===== config.mk =====
export PLATFORM = sky130hd
export DESIGN_NAME = disk_cmd_frontend
export DESIGN_NICKNAME = d
export VERILOG_FILES = /design/src/rtl/disk_cmd_frontend.sv
export SDC_FILE = /design/constraint.sdc
export NUM_CORES = 1
export LEC_CHECK = 0
export ABC_CLOCK_PERIOD_IN_PS = 6000
export BUFFER_PORTS_ARGS = -buffer_cell sky130_fd_sc_hd__buf_2
export CAP_MARGIN = 20
export CORE_UTILIZATION = 32
export CTS_CLUSTER_SIZE = 10
export DETAILED_ROUTE_END_ITERATION = 10
export SLEW_MARGIN = 20
export SYNTH_ARGS = -nofsm -noshare
export SYNTH_HDL_FRONTEND = slang
export SYNTH_SLANG_ARGS = --single-unit
export TNS_END_PERCENT = 1

===== constraint.sdc =====
create_clock -name clk -period 6 [get_ports clk]
set_clock_uncertainty 0.05 [all_clocks]
set_input_delay 0.6 -clock clk [delete_from_list [all_inputs] [get_ports clk]]
set_output_delay 0.6 -clock clk [all_outputs]
set_load 0.05 [all_outputs]

===== src/rtl/disk_cmd_frontend.sv =====
module disk_cmd_frontend #(
  parameter int DEPTH = 8,
  parameter logic [3:0] OP_SIS  = 4'h1,
  parameter logic [3:0] OP_SPEC = 4'h2,
  parameter logic [3:0] OP_DERR = 4'h3
) (
  input  logic       clk,
  input  logic       rst_n,
  input  logic       addr,
  input  logic       rd,
  input  logic       wr,
  input  logic [7:0] wdata,
  output logic [7:0] rdata,
  input  logic       dma_req,
  input  logic       srq_set,
  input  logic       done,
  input  logic       done_err,
  input  logic [7:0] isr_byte,
  output logic       irq,
  output logic       cmd_start,
  output logic [3:0] cmd_code,
  output logic [1:0] cmd_unit,
  output logic       cmd_drive,
  output logic       isr_clr,
  output logic       abort
);
  localparam int PW = $clog2(DEPTH + 1);
  localparam int AW = (DEPTH > 1) ? $clog2(DEPTH) : 1;
  localparam logic [PW-1:0] FULL = PW'(DEPTH);

  logic ceh, cel, srq, busy, mask;
  logic [PW-1:0] rp, wp;
  logic [7:0] fifo [DEPTH];

  wire       cmd_wr  = wr && addr;
  wire       dat_wr  = wr && !addr;
  wire       dat_rd  = rd && !addr;
  wire [3:0] op      = wdata[7:4];
  wire       is_aux  = (op == 4'h0);
  wire       aux_rst = cmd_wr && is_aux && wdata[0];
  wire       accept  = cmd_wr && !is_aux && !busy;
  wire       ctl_op  = (op == OP_SIS) || (op == OP_SPEC) || (op == OP_DERR);
  wire       fin     = done && busy;

  assign irq   = ceh || cel || (srq && !mask);
  assign rdata = addr ? {ceh, cel, srq, busy, 3'b000, dma_req}
               : ((rp < FULL) ? fifo[rp[AW-1:0]] : 8'h00);

  always_ff @(posedge clk) begin
    if (!rst_n) begin
      {ceh, cel, srq, busy, mask} <= '0;
      rp <= '0;
      wp <= '0;
      cmd_code  <= '0;
      cmd_unit  <= '0;
      cmd_drive <= 1'b0;
      cmd_start <= 1'b0;
      isr_clr   <= 1'b0;
      abort     <= 1'b0;
      for (int i = 0; i < DEPTH; i++) fifo[i] <= '0;
    end else begin
      cmd_start <= accept;
      isr_clr   <= fin && (cmd_code == OP_SIS);
      abort     <= aux_rst;
      if (aux_rst) begin
        {ceh, cel, srq, busy, mask} <= '0;
        rp <= '0;
        wp <= '0;
      end else begin
        if (srq_set) srq <= 1'b1;
        if (fin) begin
          busy <= 1'b0;
          mask <= 1'b0;
          if (done_err) cel <= 1'b1;
          else          ceh <= 1'b1;
          if (cmd_code == OP_SIS) fifo[0] <= isr_byte;
        end
        if (cmd_wr && is_aux) begin
          if (wdata[3]) begin ceh <= 1'b0; cel <= 1'b0; end
          if (wdata[2]) mask <= 1'b1;
        end
        if (accept) begin
          ceh <= 1'b0;
          cel <= 1'b0;
          busy <= 1'b1;
          cmd_code <= op;
          if (!ctl_op) begin
            cmd_unit  <= wdata[1:0];
            cmd_drive <= wdata[0];
          end
          if (op == OP_SIS) srq <= 1'b0;
        end
        if (cmd_wr) begin
          rp <= '0;
          wp <= '0;
        end else begin
          if (dat_wr && wp < FULL) begin
            fifo[wp[AW-1:0]] <= wdata;
            wp <= wp + 1'b1;
          end
          if (dat_rd && rp < FULL) rp <= rp + 1'b1;
        end
      end
    end
  end

  a_r4_accept_busy: assert property (@(posedge clk) disable iff (!rst_n)
    accept |=> (busy && cmd_start && cmd_code == $past(op)));
  a_r3_busy_gate: assert property (@(posedge clk) disable iff (!rst_n)
    (cmd_wr && !is_aux && busy) |=> (!cmd_start && $stable(cmd_code) && $stable(cmd_unit)));
  a_r2_aux_reset: assert property (@(posedge clk) disable iff (!rst_n)
    aux_rst |=> (!ceh && !cel && !srq && !busy && !mask && abort && rp == 0));
  a_r6_ptr_rewind: assert property (@(posedge clk) disable iff (!rst_n)
    cmd_wr |=> (rp == 0 && wp == 0));
  a_r9_ptr_bound: assert property (@(posedge clk) disable iff (!rst_n)
    (rp <= FULL) && (wp <= FULL));
  a_r10_sis_drops_srq: assert property (@(posedge clk) disable iff (!rst_n)
    (accept && op == OP_SIS && !srq_set) |=> !srq);
  a_r11_done_clears: assert property (@(posedge clk) disable iff (!rst_n)
    (fin && !cmd_wr) |=> (!busy && (ceh || cel)));
endmodule


==> results of run 1 <==
how the worst max path moves through the flow:
stage	slack [ns]	cells past startpoint	end
after floorplan	3.41	4	rdata[2]
after global placement	3.17	4	rdata[5]
after detailed placement	3.10	4	fifo[5][3]
after CTS	2.75	4	rdata[5]
after global routing	2.61	4	rdata[6]
final	2.78	4	rdata[6]
Yosys cell counts (2+ instances only):
cell      count
nor3_1        5
nand2b_1      4
buf_4         2
and2_1       58
xor2_1        3
dfxtp_1      25
nand3_1       3
nor2_1       31
nand2_1       9
nor3_2        2
nor4_1        2
nand4_1       2
mux2i_1      10
mux4_2       16
edfxtp_1     64
a22o_1       13
mux2_2        6
o21ai_0       9
buf_2         3
clkbuf_1      7
ha_1          2
a21oi_1       4
inv_1         2
sequential cells by signal, indices dropped and copies added, names as in the netlist, 2 cells and up, named ones only:
register / cells
cmd_code: 4
cmd_unit: 2
fifo: 64
rp: 4
wp: 4
worst max-delay path, cell delays in order (launching register included):
cell and delay (ns):
dfxtp_1 0.90, mux4_2 0.60, mux2_2 0.32, a22o_1 0.21, buf_2 0.21
layout make-up:
cell class / instances / area, µm² / area share
clock buffers: 9 / 225.2 / 0.04780
clock inverters: 7 / 95.09 / 0.02018
inverters: 3 / 11.26 / 0.002390
multi-input cells: 190 / 1518 / 0.3221
flip-flops and latches: 89 / 2422 / 0.5141
well taps: 168 / 210.2 / 0.04461
repair buffers: 45 / 230.2 / 0.04886
cell families after synthesis:
family          count (synthesis)
xor+xnor                        4
simple gates                  122
fa+ha+maj                       2
buf+inv                        17
compound gates                 30
flops                          89
mux                            32
power groups by stage:
stage	clock (mW)	combinational (mW)	sequential [mW]
after floorplan	0	0.0765	0.707
after global placement	0	0.115	0.709
after detailed placement	0	0.117	0.710
after CTS	0.604	0.118	0.696
after global routing	0.629	0.126	0.697
final	0.595	0.118	0.695
per-layer routing:
layer / track usage / vias to the layer above / routed length, µm
met5: 0 / - / 0
met4: 0.04935 / 0 / 107
met3: 0.03917 / 9 / 582
met2: 0.2424 / 73 / 4413
met1: 0.2041 / 1208 / 4157
li1: - / 1174 / -
metrics by stage:
step / instances / instance area [µm²] / utilization / power, mW / worst slack, ns
2_1_floorplan: 296 / 4039 / - / 0.7832 / 3.408
3_3_place_gp: 495 / 4392 / 0.3611 / 0.8242 / 3.169
3_5_place_dp: 495 / 4392 / 0.3611 / 0.8265 / 3.095
4_1_cts: 511 / 4712 / 0.3874 / 1.418 / 2.749
5_1_grt: 511 / 4712 / 0.3874 / 1.452 / 2.614
6_report: 511 / 4712 / 0.3874 / 1.407 / 2.780
==> flow_results.xml, run 1 <==
<?xml version="1.0" encoding="UTF-8"?>
<metrics>
  <group name="sta">
    <metric name="fmax" unit="MHz">310.5</metric>
    <metric name="max-slew-margin-rel" unit="">0.4118</metric>
    <metric name="aggregate_negative_setup_slack" unit="ns">0</metric>
    <metric name="timing_hold_violations_final" unit="">0</metric>
    <metric name="period_needed" unit="ns">3.220</metric>
    <metric name="setup_repair_after_global_routing_missed_its_margin" unit="">no</metric>
    <metric name="finalSetupViolations" unit="">0</metric>
    <metric name="tightest_slew" unit="ns">0.8811</metric>
    <metric name="finalCritPeriodShare" unit="">0.5367</metric>
    <metric name="finalHoldWorstSlack" unit="ns">0.4209</metric>
    <metric name="timing.final.max_slew_violations" unit="">0</metric>
  </group>
  <group name="yosys">
    <metric name="synth_top_family_by_area" unit="">simple AND/OR/NAND/NOR gates</metric>
    <metric name="synth_largest_area_cell" unit="">edfxtp_1</metric>
    <metric name="dominantRegCellSynth" unit="">edfxtp_1</metric>
    <metric name="synthCells" unit="">296</metric>
    <metric name="synth.yosys.warnings" unit="">0</metric>
    <metric name="synth_enable_flop_cells" unit="">64</metric>
    <metric name="area_share_of_the_largest_cell_type_after_synthesis" unit="">0.4758</metric>
    <metric name="synth_compound_area_frac" unit="">0.05266</metric>
    <metric name="synthAdderAreaFrac" unit="">0.006196</metric>
    <metric name="proportion_of_synthesized_chip_area_in_sequential_cells" unit="">0.5998</metric>
    <metric name="asyncSetResetFlopFracSynth" unit="">0</metric>
    <metric name="syn_avg_cell_area" unit="µm²">13.64</metric>
    <metric name="synthesis.area" unit="µm²">4039</metric>
    <metric name="yosys.area_share.xor_xnor" unit="">0.008674</metric>
    <metric name="yosys-top-cells-area" unit="">edfxtp_1 (48%), dfxtp_1 (12%), and2_1 (9.0%), mux4_2 (8.9%), nor2_1 (2.9%)</metric>
    <metric name="synth.area.mux_share" unit="">0.1307</metric>
    <metric name="syn-num-nets" unit="">323</metric>
    <metric name="ys_seq_elements" unit="">89</metric>
    <metric name="synthSimpleGateAreaFrac" unit="">0.1775</metric>
    <metric name="synth_cell_type_count" unit="">37</metric>
  </group>
  <group name="setup_path">
    <metric name="cp_data_arrival_time" unit="ns">2.57</metric>
    <metric name="crit_type" unit="">flip-flop to output pin</metric>
    <metric name="r2r-end" unit="">fifo[0][1]</metric>
    <metric name="critical_path_peak_fanout" unit="">16</metric>
    <metric name="reg2regPathDepth" unit="">4</metric>
    <metric name="cp.required" unit="ns">5.35</metric>
    <metric name="ff2ff_setup_slack" unit="ns">3.75</metric>
    <metric name="startpoint_type" unit="">flip-flop</metric>
    <metric name="critical_path_capture_point_type" unit="">output pin</metric>
    <metric name="crit-reg2reg-launch" unit="">busy</metric>
  </group>
  <group name="floorplan">
    <metric name="floorplan.rows" unit="">40</metric>
    <metric name="floorplan.die.width" unit="µm">114.3</metric>
    <metric name="area_inside_the_core_boundary" unit="µm²">12160</metric>
    <metric name="initial_utilization" unit="">0.3321</metric>
    <metric name="die_height" unit="µm">114.3</metric>
    <metric name="dieArea" unit="µm²">13070</metric>
    <metric name="boundaryPins" unit="">44</metric>
  </group>
  <group name="clock_network">
    <metric name="h_tree_lvls" unit="">3</metric>
    <metric name="clock_sinks" unit="">89</metric>
    <metric name="clkLatencyLatePin" unit="ns">0.33</metric>
    <metric name="postCtsResizedCells" unit="">0</metric>
    <metric name="cts_hold_repair.buffers" unit="">0</metric>
    <metric name="cts_tree" unit="">yes</metric>
    <metric name="number_of_setup_buffers_added_after_cts" unit="">0</metric>
    <metric name="root_buffer" unit="">clkbuf_16</metric>
    <metric name="clk_path_buf_depth" unit="">2</metric>
    <metric name="cts_inserted_buffers" unit="">9</metric>
    <metric name="cts.reportedPaths.clkPinSlew" unit="ns">0.06</metric>
  </group>
  <group name="global_routing">
    <metric name="grt_antenna_before_repair" unit="">0</metric>
    <metric name="grt_pass1_wl" unit="mm">14.31</metric>
    <metric name="grtUsageTotal" unit="">0.1526</metric>
    <metric name="maximum_number_of_pins_on_one_net_before_global_route_repair" unit="">17</metric>
    <metric name="first_global_vias" unit="">2497</metric>
    <metric name="global_route.overflow_total" unit="">0</metric>
  </group>
  <group name="routing">
    <metric name="drt_pass1_iterations" unit="">4</metric>
    <metric name="detail_route.drc_violations" unit="">0</metric>
    <metric name="routed_wl" unit="mm">9.260</metric>
    <metric name="routed-via-count" unit="">2464</metric>
    <metric name="antenna_left" unit="">0</metric>
    <metric name="via_per_inst" unit="">4.822</metric>
    <metric name="drt-initial-drc-count" unit="">159</metric>
    <metric name="wl_per_cell" unit="µm">18.12</metric>
  </group>
  <group name="layout">
    <metric name="nets" unit="">365</metric>
    <metric name="filler_cell_count" unit="">1156</metric>
    <metric name="final_layout_size_suffix_gt1_frac" unit="">0.2624</metric>
    <metric name="most_used_cells_in_the_layout_excluding_fill_and_tap_cells" unit="">edfxtp_1 (64), and2_1 (58), buf_2 (43), nor2_1 (31), dfxtp_1 (25)</metric>
    <metric name="diodes" unit="">0</metric>
    <metric name="area_delta_synth_final" unit="%">16.67</metric>
    <metric name="layout.cells.most_common" unit="">edfxtp_1</metric>
  </group>
  <group name="status">
    <metric name="status" unit="">finished, final reports clean</metric>
  </group>
  <group name="power_and_ir_drop">
    <metric name="power_frac_seq" unit="">0.494</metric>
    <metric name="power.leakage" unit="nW">1.759</metric>
    <metric name="ir_drop" unit="mV">0.1503</metric>
    <metric name="p_sw" unit="mW">0.3228</metric>
    <metric name="p_int" unit="mW">1.085</metric>
    <metric name="power.density_cell_area" unit="nW/µm²">298.7</metric>
    <metric name="share_clk_of_total_power" unit="">0.423</metric>
    <metric name="switching_share" unit="">0.2294</metric>
    <metric name="p_comb_frac" unit="">0.084</metric>
  </group>
  <group name="placement">
    <metric name="gp_congestion" unit="">0.8892</metric>
    <metric name="portBuffers" unit="">43</metric>
    <metric name="dpl.hpwl" unit="mm">6.896</metric>
  </group>
  <group name="hold_path">
    <metric name="hold_path_startpoint" unit="">mask</metric>
    <metric name="worstHoldEndpoint" unit="">mask</metric>
    <metric name="hold_path_class" unit="">flip-flop to flip-flop</metric>
    <metric name="min_path_cells" unit="">2</metric>
  </group>
  <group name="flow_run">
    <metric name="maxCapViolCount" unit="">0</metric>
  </group>
</metrics>
Power figures use the tool's default switching activity.
==> run 2, diff against run 1 <==
--- a/config.mk
+++ b/config.mk
@@ -5,7 +5,7 @@
 export SDC_FILE = /design/constraint.sdc
 export NUM_CORES = 1
 export LEC_CHECK = 0
-export ABC_CLOCK_PERIOD_IN_PS = 6000
+export ABC_CLOCK_PERIOD_IN_PS = 3200
 export BUFFER_PORTS_ARGS = -buffer_cell sky130_fd_sc_hd__buf_2
 export CAP_MARGIN = 20
 export CORE_UTILIZATION = 32
==> constraint.sdc (replaced) <==
create_clock -name clk -period 3.2 [get_ports clk]
set_clock_uncertainty 0.05 [all_clocks]
set_input_delay 0.32 -clock clk [delete_from_list [all_inputs] [get_ports clk]]
set_output_delay 0.32 -clock clk [all_outputs]
set_load 0.05 [all_outputs]
==> flow_results.xml, run 2 (synthesis gave the netlist of run 1 again) <==
<?xml version="1.0" encoding="UTF-8"?>
<metrics>
  <group name="layout">
    <metric name="diodes" unit="">0</metric>
    <metric name="nets" unit="">370</metric>
    <metric name="largest_register_ffs" unit="">64</metric>
    <metric name="finalInstanceArea" unit="µm²">4765</metric>
    <metric name="most_used_cells_in_the_layout_excluding_fill_and_tap_cells" unit="">edfxtp_1 (64), and2_1 (58), buf_2 (43), nor2_1 (31), dfxtp_1 (25)</metric>
    <metric name="final_layout_size_suffix_gt1_frac" unit="">0.2730</metric>
    <metric name="filler_cell_count" unit="">1163</metric>
    <metric name="postLayoutCoreUtil" unit="">0.3918</metric>
    <metric name="register_with_the_highest_flop_count" unit="">fifo</metric>
    <metric name="area_delta_synth_final" unit="%">17.97</metric>
    <metric name="layout.cells.most_common" unit="">edfxtp_1</metric>
  </group>
  <group name="global_routing">
    <metric name="grtUsageTotal" unit="">0.1555</metric>
    <metric name="first_global_vias" unit="">2532</metric>
    <metric name="grt_pass1_wl" unit="mm">14.51</metric>
    <metric name="global_route.overflow_total" unit="">0</metric>
    <metric name="maximum_number_of_pins_on_one_net_before_global_route_repair" unit="">16</metric>
    <metric name="grt_antenna_before_repair" unit="">1</metric>
  </group>
  <group name="setup_path">
    <metric name="worst_path_dominant_cell_family" unit="">multiplexers</metric>
    <metric name="crit_type" unit="">flip-flop to output pin</metric>
    <metric name="cp.required" unit="ns">2.83</metric>
    <metric name="critical_path_capture_point_type" unit="">output pin</metric>
    <metric name="cp_cell_sequence" unit="">buf_4 &gt; mux4_2 &gt; mux2_2 &gt; a22o_1 &gt; buf_2</metric>
    <metric name="cp_slowest_cell" unit="">dfxtp_1</metric>
    <metric name="critical_path.max_stage_delay" unit="ns">0.53</metric>
    <metric name="cp_data_arrival_time" unit="ns">2.41</metric>
    <metric name="startpoint_type" unit="">flip-flop</metric>
    <metric name="timing.critical_path.buf_inv" unit="">2</metric>
    <metric name="critical_path_peak_fanout" unit="">11</metric>
  </group>
  <group name="clock_network">
    <metric name="clock_sinks" unit="">89</metric>
    <metric name="h_tree_lvls" unit="">3</metric>
    <metric name="clk_path_buf_depth" unit="">2</metric>
    <metric name="cts_inserted_buffers" unit="">9</metric>
    <metric name="cts.reportedPaths.clkPinSlew" unit="ns">0.06</metric>
    <metric name="postCtsResizedCells" unit="">0</metric>
    <metric name="cts_hold_repair.buffers" unit="">0</metric>
    <metric name="root_buffer" unit="">clkbuf_16</metric>
    <metric name="number_of_setup_buffers_added_after_cts" unit="">0</metric>
    <metric name="clkLatencyLatePin" unit="ns">0.33</metric>
    <metric name="cts_tree" unit="">yes</metric>
  </group>
  <group name="placement">
    <metric name="portBuffers" unit="">43</metric>
    <metric name="postPlaceCellArea" unit="µm²">4429</metric>
    <metric name="dpl.hpwl" unit="mm">6.923</metric>
    <metric name="gp_congestion" unit="">0.8803</metric>
  </group>
  <group name="floorplan">
    <metric name="floorplan.die.width" unit="µm">114.3</metric>
    <metric name="floorplan.rows" unit="">40</metric>
    <metric name="initial_utilization" unit="">0.3321</metric>
    <metric name="dieArea" unit="µm²">13070</metric>
    <metric name="boundaryPins" unit="">44</metric>
    <metric name="die_height" unit="µm">114.3</metric>
    <metric name="area_inside_the_core_boundary" unit="µm²">12160</metric>
  </group>
  <group name="power_and_ir_drop">
    <metric name="p_total" unit="mW">2.671</metric>
    <metric name="power.density_cell_area" unit="nW/µm²">560.5</metric>
    <metric name="power.leakage" unit="nW">1.796</metric>
    <metric name="ir_drop" unit="mV">0.2327</metric>
  </group>
  <group name="routing">
    <metric name="wl_per_cell" unit="µm">18.17</metric>
    <metric name="antenna_left" unit="">0</metric>
    <metric name="met2_length" unit="mm">4.525</metric>
    <metric name="drt-initial-drc-count" unit="">177</metric>
    <metric name="routed_wl" unit="mm">9.374</metric>
    <metric name="drt_pass1_iterations" unit="">5</metric>
    <metric name="via_per_inst" unit="">4.851</metric>
    <metric name="routed-via-count" unit="">2503</metric>
    <metric name="met3_length" unit="µm">468</metric>
    <metric name="detail_route.drc_violations" unit="">0</metric>
    <metric name="wl_met1" unit="mm">4.306</metric>
    <metric name="top_signal_layer_used" unit="">met4</metric>
  </group>
  <group name="flow_run">
    <metric name="maxCapViolCount" unit="">0</metric>
  </group>
  <group name="sta">
    <metric name="tightest_slew" unit="ns">0.6810</metric>
    <metric name="max-slew-margin-rel" unit="">0.5440</metric>
    <metric name="period_needed" unit="ns">2.784</metric>
    <metric name="finalSetupViolations" unit="">0</metric>
    <metric name="fmax" unit="MHz">359.2</metric>
    <metric name="setup_repair_after_global_routing_missed_its_margin" unit="">no</metric>
    <metric name="aggregate_negative_setup_slack" unit="ns">0</metric>
    <metric name="timing_hold_violations_final" unit="">0</metric>
    <metric name="finalCritPeriodShare" unit="">0.8699</metric>
    <metric name="timing.final.max_slew_violations" unit="">0</metric>
  </group>
  <group name="hold_path">
    <metric name="hold_path_class" unit="">primary input to flip-flop</metric>
  </group>
  <group name="status">
    <metric name="status" unit="">finished, final reports clean</metric>
  </group>
</metrics>
## run 2: changes by cell type in the layout (fill, tap and decap cells not counted)
cell / delta
buf_4: +5
o21ai_0: +4
o21ai_1: -4
clkbuf_8: +3
bufinv_16: -1
clkbuf_16: +1
clkinv_2: -1
clkinv_4: -1
clkinvlp_4: -1
## run 2: through the flow
stage               hold slack, ns  cells  worst slack (ns)
floorplan                   0.3828    296            0.8876
global route                0.2238    516            0.2894
global placement            0.4023    500            0.7964
CTS                         0.1928    516            0.3839
detailed placement          0.3997    500            0.7508
finish                      0.2069    516            0.4162
## run 2: area by class of cell
type | instances | area [µm²] | share of cell area
clock buffers | 13 | 291.5 | 0.06119
clock inverters | 3 | 43.79 | 0.009191
inverters | 3 | 11.26 | 0.002363
multi-input cells | 190 | 1518 | 0.3185
flip-flops and latches | 89 | 2422 | 0.5084
well taps | 168 | 210.2 | 0.04412
repair buffers | 50 | 267.8 | 0.05620
## run 2: path summary, 6_finish.rpt
| check | to | from | slack, ns | cells after the start |
|---|---|---|---|---|
| setup / recovery | rdata[0] | flip-flop | 0.42 | 5 |
| hold / removal | srq | srq_set | 0.21 | 3 |
| setup reg to reg | fifo[0][3] | busy | 0.98 | 4 |
| hold reg to reg | mask | mask | 0.41 | 2 |
## run 2: where the power goes
group          switching (mW)  internal (mW)
Sequential             0.0268           1.27
Clock                   0.427          0.717
Combinational           0.147         0.0787
Total                   0.601           2.07
## run 2: routing by layer
layer	vias up	global-route usage
met3	6	0.03123
met1	1235	0.2053
met4	0	0.04935
met2	74	0.2574
met5	-	0
li1	1188	-
## run 2: worst min-delay path: stages
cell and delay (ns):
buf_2 0.09, nor2_1 0.08, a311oi_1 0.05
